[src/rtl/ohz_pkg.sv]
package ohz_pkg;

  localparam int OP_W = 3;

  typedef enum logic [OP_W-1:0] {
    OP_NONMEM   = 3'd0,
    OP_IOF4     = 3'd1,
    OP_IOF16    = 3'd2,
    OP_OUTPUT   = 3'd3,
    OP_STORE4   = 3'd4,
    OP_MEMOTHER = 3'd5
  } op_e;

  // kind of the most recent memory instruction since the last task return
  typedef enum logic [1:0] {
    PK_NONE  = 2'd0,
    PK_SHORT = 2'd1,   // I/O fetch 4 or output
    PK_LONG  = 2'd2,   // I/O fetch 16
    PK_PLAIN = 2'd3    // any other memory instruction
  } prev_e;

  function automatic logic op_is_mem(input logic [OP_W-1:0] op);
    return op != OP_NONMEM;
  endfunction

  function automatic prev_e op_kind(input logic [OP_W-1:0] op);
    case (op)
      OP_IOF4, OP_OUTPUT: return PK_SHORT;
      OP_IOF16:           return PK_LONG;
      default:            return PK_PLAIN;
    endcase
  endfunction

endpackage

[src/rtl/ohz_history.sv]
module ohz_history
  import ohz_pkg::*;
#(
  parameter int CNT_W = 4
) (
  input  logic            clk,
  input  logic            rst_n,
  input  logic            valid_i,
  input  logic [OP_W-1:0] op_i,
  input  logic            ret_i,
  output prev_e           kind_o,
  output logic [CNT_W-1:0] nm_cnt_o
);

  localparam logic [CNT_W-1:0] CNT_SAT = {CNT_W{1'b1}};

  prev_e            kind_q, kind_d;
  logic [CNT_W-1:0] cnt_q, cnt_d;
  logic             en;

  assign en = valid_i;

  always_comb begin
    kind_d = kind_q;
    cnt_d  = cnt_q;
    if (ret_i) begin
      kind_d = PK_NONE;
      cnt_d  = '0;
    end else if (!op_is_mem(op_i)) begin
      if (cnt_q != CNT_SAT) cnt_d = cnt_q + 1'b1;
    end else begin
      kind_d = op_kind(op_i);
      cnt_d  = '0;
    end
  end

  always_ff @(posedge clk or negedge rst_n) begin
    if (!rst_n) begin
      kind_q <= PK_NONE;
      cnt_q  <= '0;
    end else if (en) begin
      kind_q <= kind_d;
      cnt_q  <= cnt_d;
    end
  end

  assign kind_o   = kind_q;
  assign nm_cnt_o = cnt_q;

endmodule

[src/rtl/ohz_gap_calc.sv]
module ohz_gap_calc
  import ohz_pkg::*;
#(
  parameter int CNT_W    = 4,
  parameter int GAP_MIN  = 2,
  parameter int GAP_MAX  = 5,
  parameter int F4_KNEE  = 2,
  parameter int F16_KNEE = 8,
  localparam int GAP_W   = $clog2(GAP_MAX + 1)
) (
  input  prev_e            kind_i,
  input  logic [CNT_W-1:0] nm_cnt_i,
  output logic [GAP_W-1:0] req_o
);

  localparam int SPAN = GAP_MAX - GAP_MIN;

  // requirement shrinks by one per non-memory instruction past the knee
  function automatic logic [GAP_W-1:0] ramp(input int cnt, input int knee);
    int over;
    if (cnt <= knee) return GAP_W'(GAP_MAX);
    over = cnt - knee;
    if (over >= SPAN) return GAP_W'(GAP_MIN);
    return GAP_W'(GAP_MAX - over);
  endfunction

  always_comb begin
    case (kind_i)
      PK_NONE:  req_o = ramp(0, F16_KNEE);
      PK_SHORT: req_o = ramp(int'(nm_cnt_i), F4_KNEE);
      PK_LONG:  req_o = ramp(int'(nm_cnt_i), F16_KNEE);
      default:  req_o = GAP_W'(GAP_MIN);
    endcase
  end

endmodule

[src/rtl/ohz_window.sv]
module ohz_window
  import ohz_pkg::*;
#(
  parameter int GAP_MAX = 5,
  localparam int GAP_W  = $clog2(GAP_MAX + 1)
) (
  input  logic             clk,
  input  logic             rst_n,
  input  logic             valid_i,
  input  logic [OP_W-1:0]  op_i,
  input  logic             ret_i,
  input  logic             il_i,
  input  logic [GAP_W-1:0] req_i,
  output logic [GAP_W-1:0] rem_o,
  output logic             viol_o
);

  logic [GAP_W-1:0] rem_q, rem_d, eff;
  logic             just_q, just_d;
  logic             viol_q, viol_d;
  logic             is_nm, is_out, is_st, il_ok, ret_bad, st_bad;

  assign is_nm  = !op_is_mem(op_i);
  assign is_out = op_i == OP_OUTPUT;
  assign is_st  = op_i == OP_STORE4;
  assign il_ok  = just_q && is_nm && il_i;
  assign eff    = il_ok ? '0 : rem_q;

  // a return on a non-memory instruction counts as one of the gap
  assign ret_bad = ret_i && (is_nm ? (eff > GAP_W'(1)) : (eff != '0));
  assign st_bad  = is_st && (eff != '0);

  always_comb begin
    viol_d = valid_i && (ret_bad || st_bad);
    rem_d  = rem_q;
    just_d = just_q;
    if (valid_i) begin
      just_d = is_out && !ret_i;
      if (ret_i)            rem_d = '0;
      else if (is_out)      rem_d = req_i;
      else if (is_nm)       rem_d = (eff == '0) ? '0 : eff - 1'b1;
      else                  rem_d = eff;
    end
  end

  always_ff @(posedge clk or negedge rst_n) begin
    if (!rst_n) begin
      rem_q  <= '0;
      just_q <= 1'b0;
    end else if (valid_i) begin
      rem_q  <= rem_d;
      just_q <= just_d;
    end
  end

  always_ff @(posedge clk or negedge rst_n) begin
    if (!rst_n) viol_q <= 1'b0;
    else        viol_q <= viol_d;
  end

  assign rem_o  = rem_q;
  assign viol_o = viol_q;

endmodule

[src/rtl/outstore_gap_check.sv]
module outstore_gap_check
  import ohz_pkg::*;
#(
  parameter int CNT_W    = 4,
  parameter int GAP_MIN  = 2,
  parameter int GAP_MAX  = 5,
  parameter int F4_KNEE  = 2,
  parameter int F16_KNEE = 8
) (
  input  logic                         clk,
  input  logic                         rst_n,
  input  logic                         instr_valid,
  input  logic [2:0]                   instr_op,
  input  logic                         instr_task_ret,
  input  logic                         instr_interlock,
  output logic                         hazard_viol,
  output logic [$clog2(GAP_MAX+1)-1:0] gap_left
);

  localparam int GAP_W = $clog2(GAP_MAX + 1);

  prev_e            kind;
  logic [CNT_W-1:0] nm_cnt;
  logic [GAP_W-1:0] req;

  ohz_history #(.CNT_W(CNT_W)) u_hist (
    .clk      (clk),
    .rst_n    (rst_n),
    .valid_i  (instr_valid),
    .op_i     (instr_op),
    .ret_i    (instr_task_ret),
    .kind_o   (kind),
    .nm_cnt_o (nm_cnt)
  );

  ohz_gap_calc #(
    .CNT_W(CNT_W), .GAP_MIN(GAP_MIN), .GAP_MAX(GAP_MAX),
    .F4_KNEE(F4_KNEE), .F16_KNEE(F16_KNEE)
  ) u_calc (
    .kind_i   (kind),
    .nm_cnt_i (nm_cnt),
    .req_o    (req)
  );

  ohz_window #(.GAP_MAX(GAP_MAX)) u_win (
    .clk     (clk),
    .rst_n   (rst_n),
    .valid_i (instr_valid),
    .op_i    (instr_op),
    .ret_i   (instr_task_ret),
    .il_i    (instr_interlock),
    .req_i   (req),
    .rem_o   (gap_left),
    .viol_o  (hazard_viol)
  );

endmodule

[config.mk]
export PLATFORM = sky130hd
export DESIGN_NAME = outstore_gap_check
export DESIGN_NICKNAME = d
export VERILOG_FILES = /design/src/rtl/ohz_pkg.sv /design/src/rtl/ohz_history.sv /design/src/rtl/ohz_gap_calc.sv /design/src/rtl/ohz_window.sv /design/src/rtl/outstore_gap_check.sv
export SDC_FILE = /design/constraint.sdc
export NUM_CORES = 1
export LEC_CHECK = 0
export ABC_AREA = 1
export CORE_MARGIN = 5
export CORE_UTILIZATION = 25
export DETAILED_ROUTE_END_ITERATION = 10
export PLACE_DENSITY = 0.47
export RECOVER_POWER = 50
export SYNTH_ARGS = -nofsm -noshare
export SYNTH_HDL_FRONTEND = slang
export SYNTH_SLANG_ARGS = --single-unit
[constraint.sdc]
create_clock -name clk -period 1.4 [get_ports clk]
set_input_delay 0.14 -clock clk [delete_from_list [all_inputs] [get_ports clk]]
set_output_delay 0.14 -clock clk [all_outputs]
set_load 0.01 [all_outputs]
* After elaboration in Yosys (flattened, before gate mapping)
Index checks and enable logic that the tools add are counted.
Word-level totals: input bits 8, word-level logic and storage cells 72, output and inout port bits 4, bits in registers 11
Operators by class: reductions and logical operators 18, equality and inequality tests 7, $add $sub $neg 6, order comparisons 5, muxes and demuxes 31
Operator list (number):
- 3-bit two-way mux | 13
- 4-bit two-way mux | 3
- 1-bit two-way mux | 11
- 5-bit by 3-bit greater-or-equal comparator with 1-bit output, second input constant | 2
- 3-bit case mux with 3 select lines | 1
- 3-bit nonzero test | 3
- 3-bit by 2-bit equality test with 1-bit output, second input constant | 2
- 1-bit logical AND | 6
- 3-bit subtractor, first input constant | 2
- 4-bit by 2-bit subtractor with 5-bit output, second input constant | 1
- 4-bit by 4-bit subtractor with 5-bit output, second input constant | 1
- 4-bit by 1-bit adder with 4-bit output, second input constant | 1
- 4-bit by 2-bit <= comparator with 1-bit output, second input constant | 1
- 4-bit <= comparator, second input constant | 1
- 2-bit two-way mux | 2
- 4-bit inequality test, second input constant | 1
- 2-bit case mux with 2 select lines | 1
- 2-bit AND reduction | 2
- 3-bit by 1-bit equality test with 1-bit output, second input constant | 1
- 3-bit equality test, second input constant | 1
- 3-bit by 1-bit greater-than comparator with 1-bit output, second input constant | 1
- 3-bit zero test | 1
- 3-bit by 1-bit subtractor with 3-bit output, second input constant | 1
- 2-bit by 1-bit equality test with 1-bit output, second input constant | 1
- 6 further kinds | 7

* Longest topological paths before layout
word-level depth 10, gate-level depth with buffers 13, mapped depth without buffers 13

* Cells and area by module
A second synthesis with hierarchy kept.
Unflattened totals: cells, all modules 149, area total of the unflattened synthesis 1008.5 sq um
By module, submodules not included:
- ohz_history | seq. area each 150.1 sq um, cells each 45, area an instance 371.6 sq um, instances 1
- ohz_window | seq. area each 125.1 sq um, cells each 52, area an instance 357.8 sq um, instances 1
- ohz_gap_calc | seq. area each 0.0 sq um, cells each 52, area an instance 279.0 sq um, instances 1

* Worst setup path after synthesis
OpenSTA, ideal clock, no wires.
kind flip-flop to flip-flop, start point register u_hist.cnt_q[1], in the netlist u_hist.nm_cnt_o[1], end point register u_win.rem_q[0], in the netlist u_win.rem_o[0], setup time 116 ps, buffers on the path 0, setup slack -185 ps, data required time 1284 ps, stages on the path, launching flop included 14, arrival 1469 ps, period minus slack after synthesis 1585 ps, path through dfrtp_1 inv_1 ha_1 ha_1 nand2_1 nor2_1 nand2_1 nand2_1 nand2_1 nand2_1 nand2_1 nand2_1 nand2_1 nand2_1
Between the ends: cells in the longest elaborated chain, start to end 10, elaborated cells between the ends (all ways) 25, classes of those cells add/sub: 2; order compare: 4; mux: 19
RTL lines:
- from (decl) | RTL line ohz_history.sv:18 | logic [CNT_W-1:0] cnt_q, cnt_d;
- from (signal assigned) | RTL line ohz_history.sv:43 | cnt_q <= cnt_d;
- 4-bit by 4-bit subtractor with 5-bit output / 4-bit by 2-bit subtractor with 5-bit output (equally long branches) | RTL line ohz_gap_calc.sv:22 | over = cnt - knee;
- 5-bit by 3-bit greater-or-equal comparator with 1-bit output | RTL line ohz_gap_calc.sv:23 | if (over >= SPAN) return GAP_W'(GAP_MIN);
- 1-bit two-way mux | RTL line ohz_gap_calc.sv:23
- 1-bit two-way mux | RTL line ohz_gap_calc.sv:22
- 1-bit two-way mux | RTL line ohz_gap_calc.sv:28 | case (kind_i)
- 3-bit two-way mux | RTL line ohz_gap_calc.sv:24 | return GAP_W'(GAP_MAX - over);
- 3-bit two-way mux | RTL line ohz_gap_calc.sv:22
- 3-bit case mux with 3 select lines (*) | RTL line ohz_gap_calc.sv:28
- 3-bit two-way mux (*) | RTL line ohz_window.sv:40 | else if (is_out) rem_d = req_i;
- 3-bit two-way mux (*) | RTL line ohz_window.sv:39 | if (ret_i) rem_d = '0;
- to (signal assigned) | RTL line ohz_window.sv:51 | rem_q <= rem_d;
- to (decl) | RTL line ohz_window.sv:18 | logic [GAP_W-1:0] rem_q, rem_d, eff;
Every way passes the cells marked *; elsewhere a longest branch is shown, timed or not. The select of a mux whose other input is x is not followed. A chain may end at the register's enable or synchronous reset.

* Worst setup path after layout
start point register u_hist.cnt_q[1], in the netlist u_hist.nm_cnt_o[1], end point register u_win.rem_q[2], in the netlist u_win.rem_o[2]
The elaborated chain is that of the path after synthesis.

==> impl_metrics.yaml <==
yosys:
  synth.area.mux_share_pct: 0
  synth_xor_area_share_pct: 2.73
  ys_seq_area_share_pct: 28.6
  synth_area_um2: 962
  synth-simple-area-share_pct: 35.4
  synth-adder-area-share_pct: 13.0
  avgSynthCellArea_um2: 6.92
  synth_nets: 157
  ys_warn_count: 0
  synth_top_family_by_area: "simple AND/OR/NAND/NOR gates"
  synth_compound_area_share_pct: 12.5
  synth_cell_types: 26
  synthCells: 139
  ys_seq_elements: 11
clock_tree:
  cts_inserted_buffers: 3
  clkSinkCount: 11
  htree_levels: 1
  cts_hold_buf: 0
  cts-root-buf: "clkbuf_8"
  clock_latency_ns: 0.24
  clockBufferDepth: 2
  clk_transition_reported_paths_ns: 0.05
  cts_tree: "built"
place:
  gp_congestion: 0.829
  placed_area_um2: 1330
  io_buffer_count: 11
  place_ws_ns: -0.319
  dp_cells: 221
  place_hpwl_um: 2100
layout:
  final_area_um2: 1460
  nets: 198
  fin_cells: 227
  fill_cells: 400
  syn_to_final_growth_pct: 51.6
  multi_input_area_um2: 707
  n_antenna_cell: 0
  final_util_pct: 39.6
  regArea_um2: 278
  layout-drive-gt1-share_pct: 34.1
floorplan:
  floorplan.initialDensity_pct: 26.1
  dieArea_um2: 5190
  die_height_um: 72.0
  pin_count: 12
  coreArea_um2: 3690
  rows: 22
  die_x_um: 72.0
run_status:
  status: "complete, but fails checks"
  violations: "negative setup slack"
hold_path:
  holdPathStages: 4
  min_to: "u_win.viol_o"
  min_path_type: "primary input to register"
  holdCritStartpoint: "instr_op[1]"
grt:
  grt_first_pass_wirelength_um: 4480
  grt_max_degree: 12
  grtUsageTotal_pct: 10.7
  grt-ovfl-total: 0
  first_global_vias: 1017
  grt_antenna_before_repair: 0
detailed_routing:
  drtPass1Iterations: 4
  vias_per_cell: 4.35
  antenna_left: 0
  wl_per_cell_um: 11.3
  vias: 988
  drt_iter0_drc: 25
  drc_errors: 0
  drt-total-wl_um: 2570
power:
  combPwrFrac_pct: 32.2
  p_sw_share_pct: 32.8
  p_int_mw: 0.708
  p_leak_nw: 0.715
  power_density_nw_per_um2: 723
  clkPwrFrac_pct: 30.4
  p_switching_mw: 0.346
  p_seq_share_pct: 37.4
  max-vdd-ir-drop_v: 0.000499
timing:
  relSlewSlack_pct: 56.3
  hold_viol_final: 0
  clock_skew_ns: 0.00637
  layout_setup_ws_ns: -0.101
  post-route-min-period_ns: 1.50
  hold_ws_ns: 0.412
  final.period_utilization_pct: 107
  fmax_ghz: 0.666
  finalMaxSlewViolations: 0
  rsz0062_at_grt: "yes"
  setup_viol: 3
  worst_slew_pin_slew_ns: 0.655
setup_path:
  rrSetupSlack_ns: -0.10
  crit_path_start_kind: "register"
  crit_required_ns: 1.58
  arrival_ns: 1.68
  criticalPathCategory: "register to register"
  startpoint: "u_hist.nm_cnt_o[1]"
  rr_endpoint: "u_win.rem_o[2]"
  r2r_cells: 13
  worstPathMaxFanout: 3
  r2r-start: "u_hist.nm_cnt_o[1]"
  cp-end-kind: "register"
job:
  cap_viol_max_count: 0
[synthesized netlist by cell type]
| library cell | count | area share [%] |
|---|---|---|
| nor2_4 | 1 | 1.2 |
| o211ai_1 | 1 | 0.78 |
| nand4_1 | 1 | 0.65 |
| xnor2_1 | 2 | 1.8 |
| o21ai_0 | 2 | 1.0 |
| nand2_1 | 46 | 18 |
| a21oi_2 | 1 | 0.91 |
| a21oi_1 | 7 | 3.6 |
| nand2_4 | 1 | 1.2 |
| a31oi_1 | 1 | 0.65 |
| o21ai_4 | 1 | 1.7 |
| o22ai_1 | 2 | 1.3 |
| nor3_1 | 1 | 0.52 |
| nor2_2 | 1 | 0.65 |
| nand2_2 | 2 | 1.3 |
| dfrtp_1 | 11 | 29 |
| a22o_1 | 1 | 0.91 |
| inv_2 | 3 | 1.2 |
| nand3_1 | 10 | 5.2 |
| o21ai_1 | 3 | 1.6 |
| nand3b_1 | 1 | 0.78 |
| nand3_2 | 2 | 2.1 |
| xor2_1 | 1 | 0.91 |
| nor2_1 | 10 | 3.9 |
| ha_1 | 10 | 13 |
| inv_1 | 17 | 6.6 |
[worst max-delay path by stage]
stage	cells past startpoint	to
2_1_floorplan	13	u_win.rem_o[2]
3_3_place_gp	12	u_win.rem_o[0]
3_5_place_dp	12	u_win.rem_o[0]
4_1_cts	13	u_win.rem_o[2]
5_1_grt	13	u_win.rem_o[2]
6_report	13	u_win.rem_o[2]
[cell type report]
cell class / count / share of cell area [%]
multi-input cells: 108 / 48.5
repair buffers: 36 / 20.1
flip-flops and latches: 11 / 19.0
inverters: 20 / 5.15
well taps: 48 / 4.12
clock buffers: 3 / 2.83
clock inverters: 1 / 0.343
[power groups by stage]
stage	registers, mW	logic [mW]	clock network [mW]
after floorplan	0.383	0.155	0
after global placement	0.392	0.309	0
after detailed placement	0.390	0.312	0
after CTS	0.387	0.313	0.331
after global routing	0.400	0.385	0.352
final	0.394	0.339	0.321
[cell families after synthesis]
group,after synthesis
AO/OA/AOI/OAI,19
XOR/XNOR,3
adder cells (fa/ha/maj),10
buffers and inverters,20
flip-flops,11
AND/OR/NAND/NOR,76
[timing repair]
| action | in CTS | in global routing |
|---|---|---|
| endpoints found under the setup margin | 5 | 9 |
| gates resized for setup | 5 | 17 |
| endpoints found under the hold margin | 0 | 0 |
| buffers inserted | 0 | 2 |
| pin swaps | 2 | 7 |
[registers in the layout, indices dropped and copies added, names as in the netlist]
signal and flops:
u_hist.kind_o 2, u_hist.nm_cnt_o 4, u_win.just_q 1, u_win.rem_o 3, u_win.viol_o 1
[cell usage in the layout (no fill, tap or decap), types with 3 or more instances in the layout]
| cell | netlist | final |
|---|---|---|
| ha_4 | 0 | 3 |
| ha_1 | 10 | 5 |
| dfrtp_1 | 11 | 9 |
| nand2_1 | 46 | 41 |
| clkbuf_8 | 0 | 3 |
| inv_1 | 17 | 16 |
| a21oi_1 | 7 | 3 |
| clkdlybuf4s50_1 | 0 | 9 |
| o21ai_1 | 3 | 3 |
| nand3_1 | 10 | 9 |
| nand2_2 | 2 | 6 |
| nor2_1 | 10 | 8 |
| nand3_2 | 2 | 3 |
| inv_2 | 3 | 4 |
| buf_4 | 0 | 24 |
| a21oi_2 | 1 | 5 |
[per-stage QoR]
| step | total power [mW] | TNS (ns) |
|---|---|---|
| 2_1_floorplan | 0.538 | -0.205 |
| 3_3_place_gp | 0.701 | -0.895 |
| 3_5_place_dp | 0.702 | -1.16 |
| 4_1_cts | 1.03 | -0.360 |
| 5_1_grt | 1.14 | -0.839 |
| 6_report | 1.05 | -0.295 |
[per-layer routing]
metal	share of wire (%)	vias to the layer above	track usage, %
li1	-	521	-
met2	46	15	17.4
met3	4.7	2	3.19
met5	0	-	0
met1	49	450	14.0
met4	0.39	0	2.30
[worst max-delay path, stage by stage, from the launching register on]
cell and delay, ns:
dfrtp_1 0.38, inv_2 0.07, ha_4 0.16, ha_4 0.26, nand2_2 0.05, nor2_2 0.07
nand2_1 0.06, nand2_2 0.06, nand2_1 0.05, nand2_1 0.05, nand2_1 0.05, nand2_1 0.06
nand2_1 0.05, nand2_1 0.06
No activity file was read; power rests on OpenSTA's default activity.
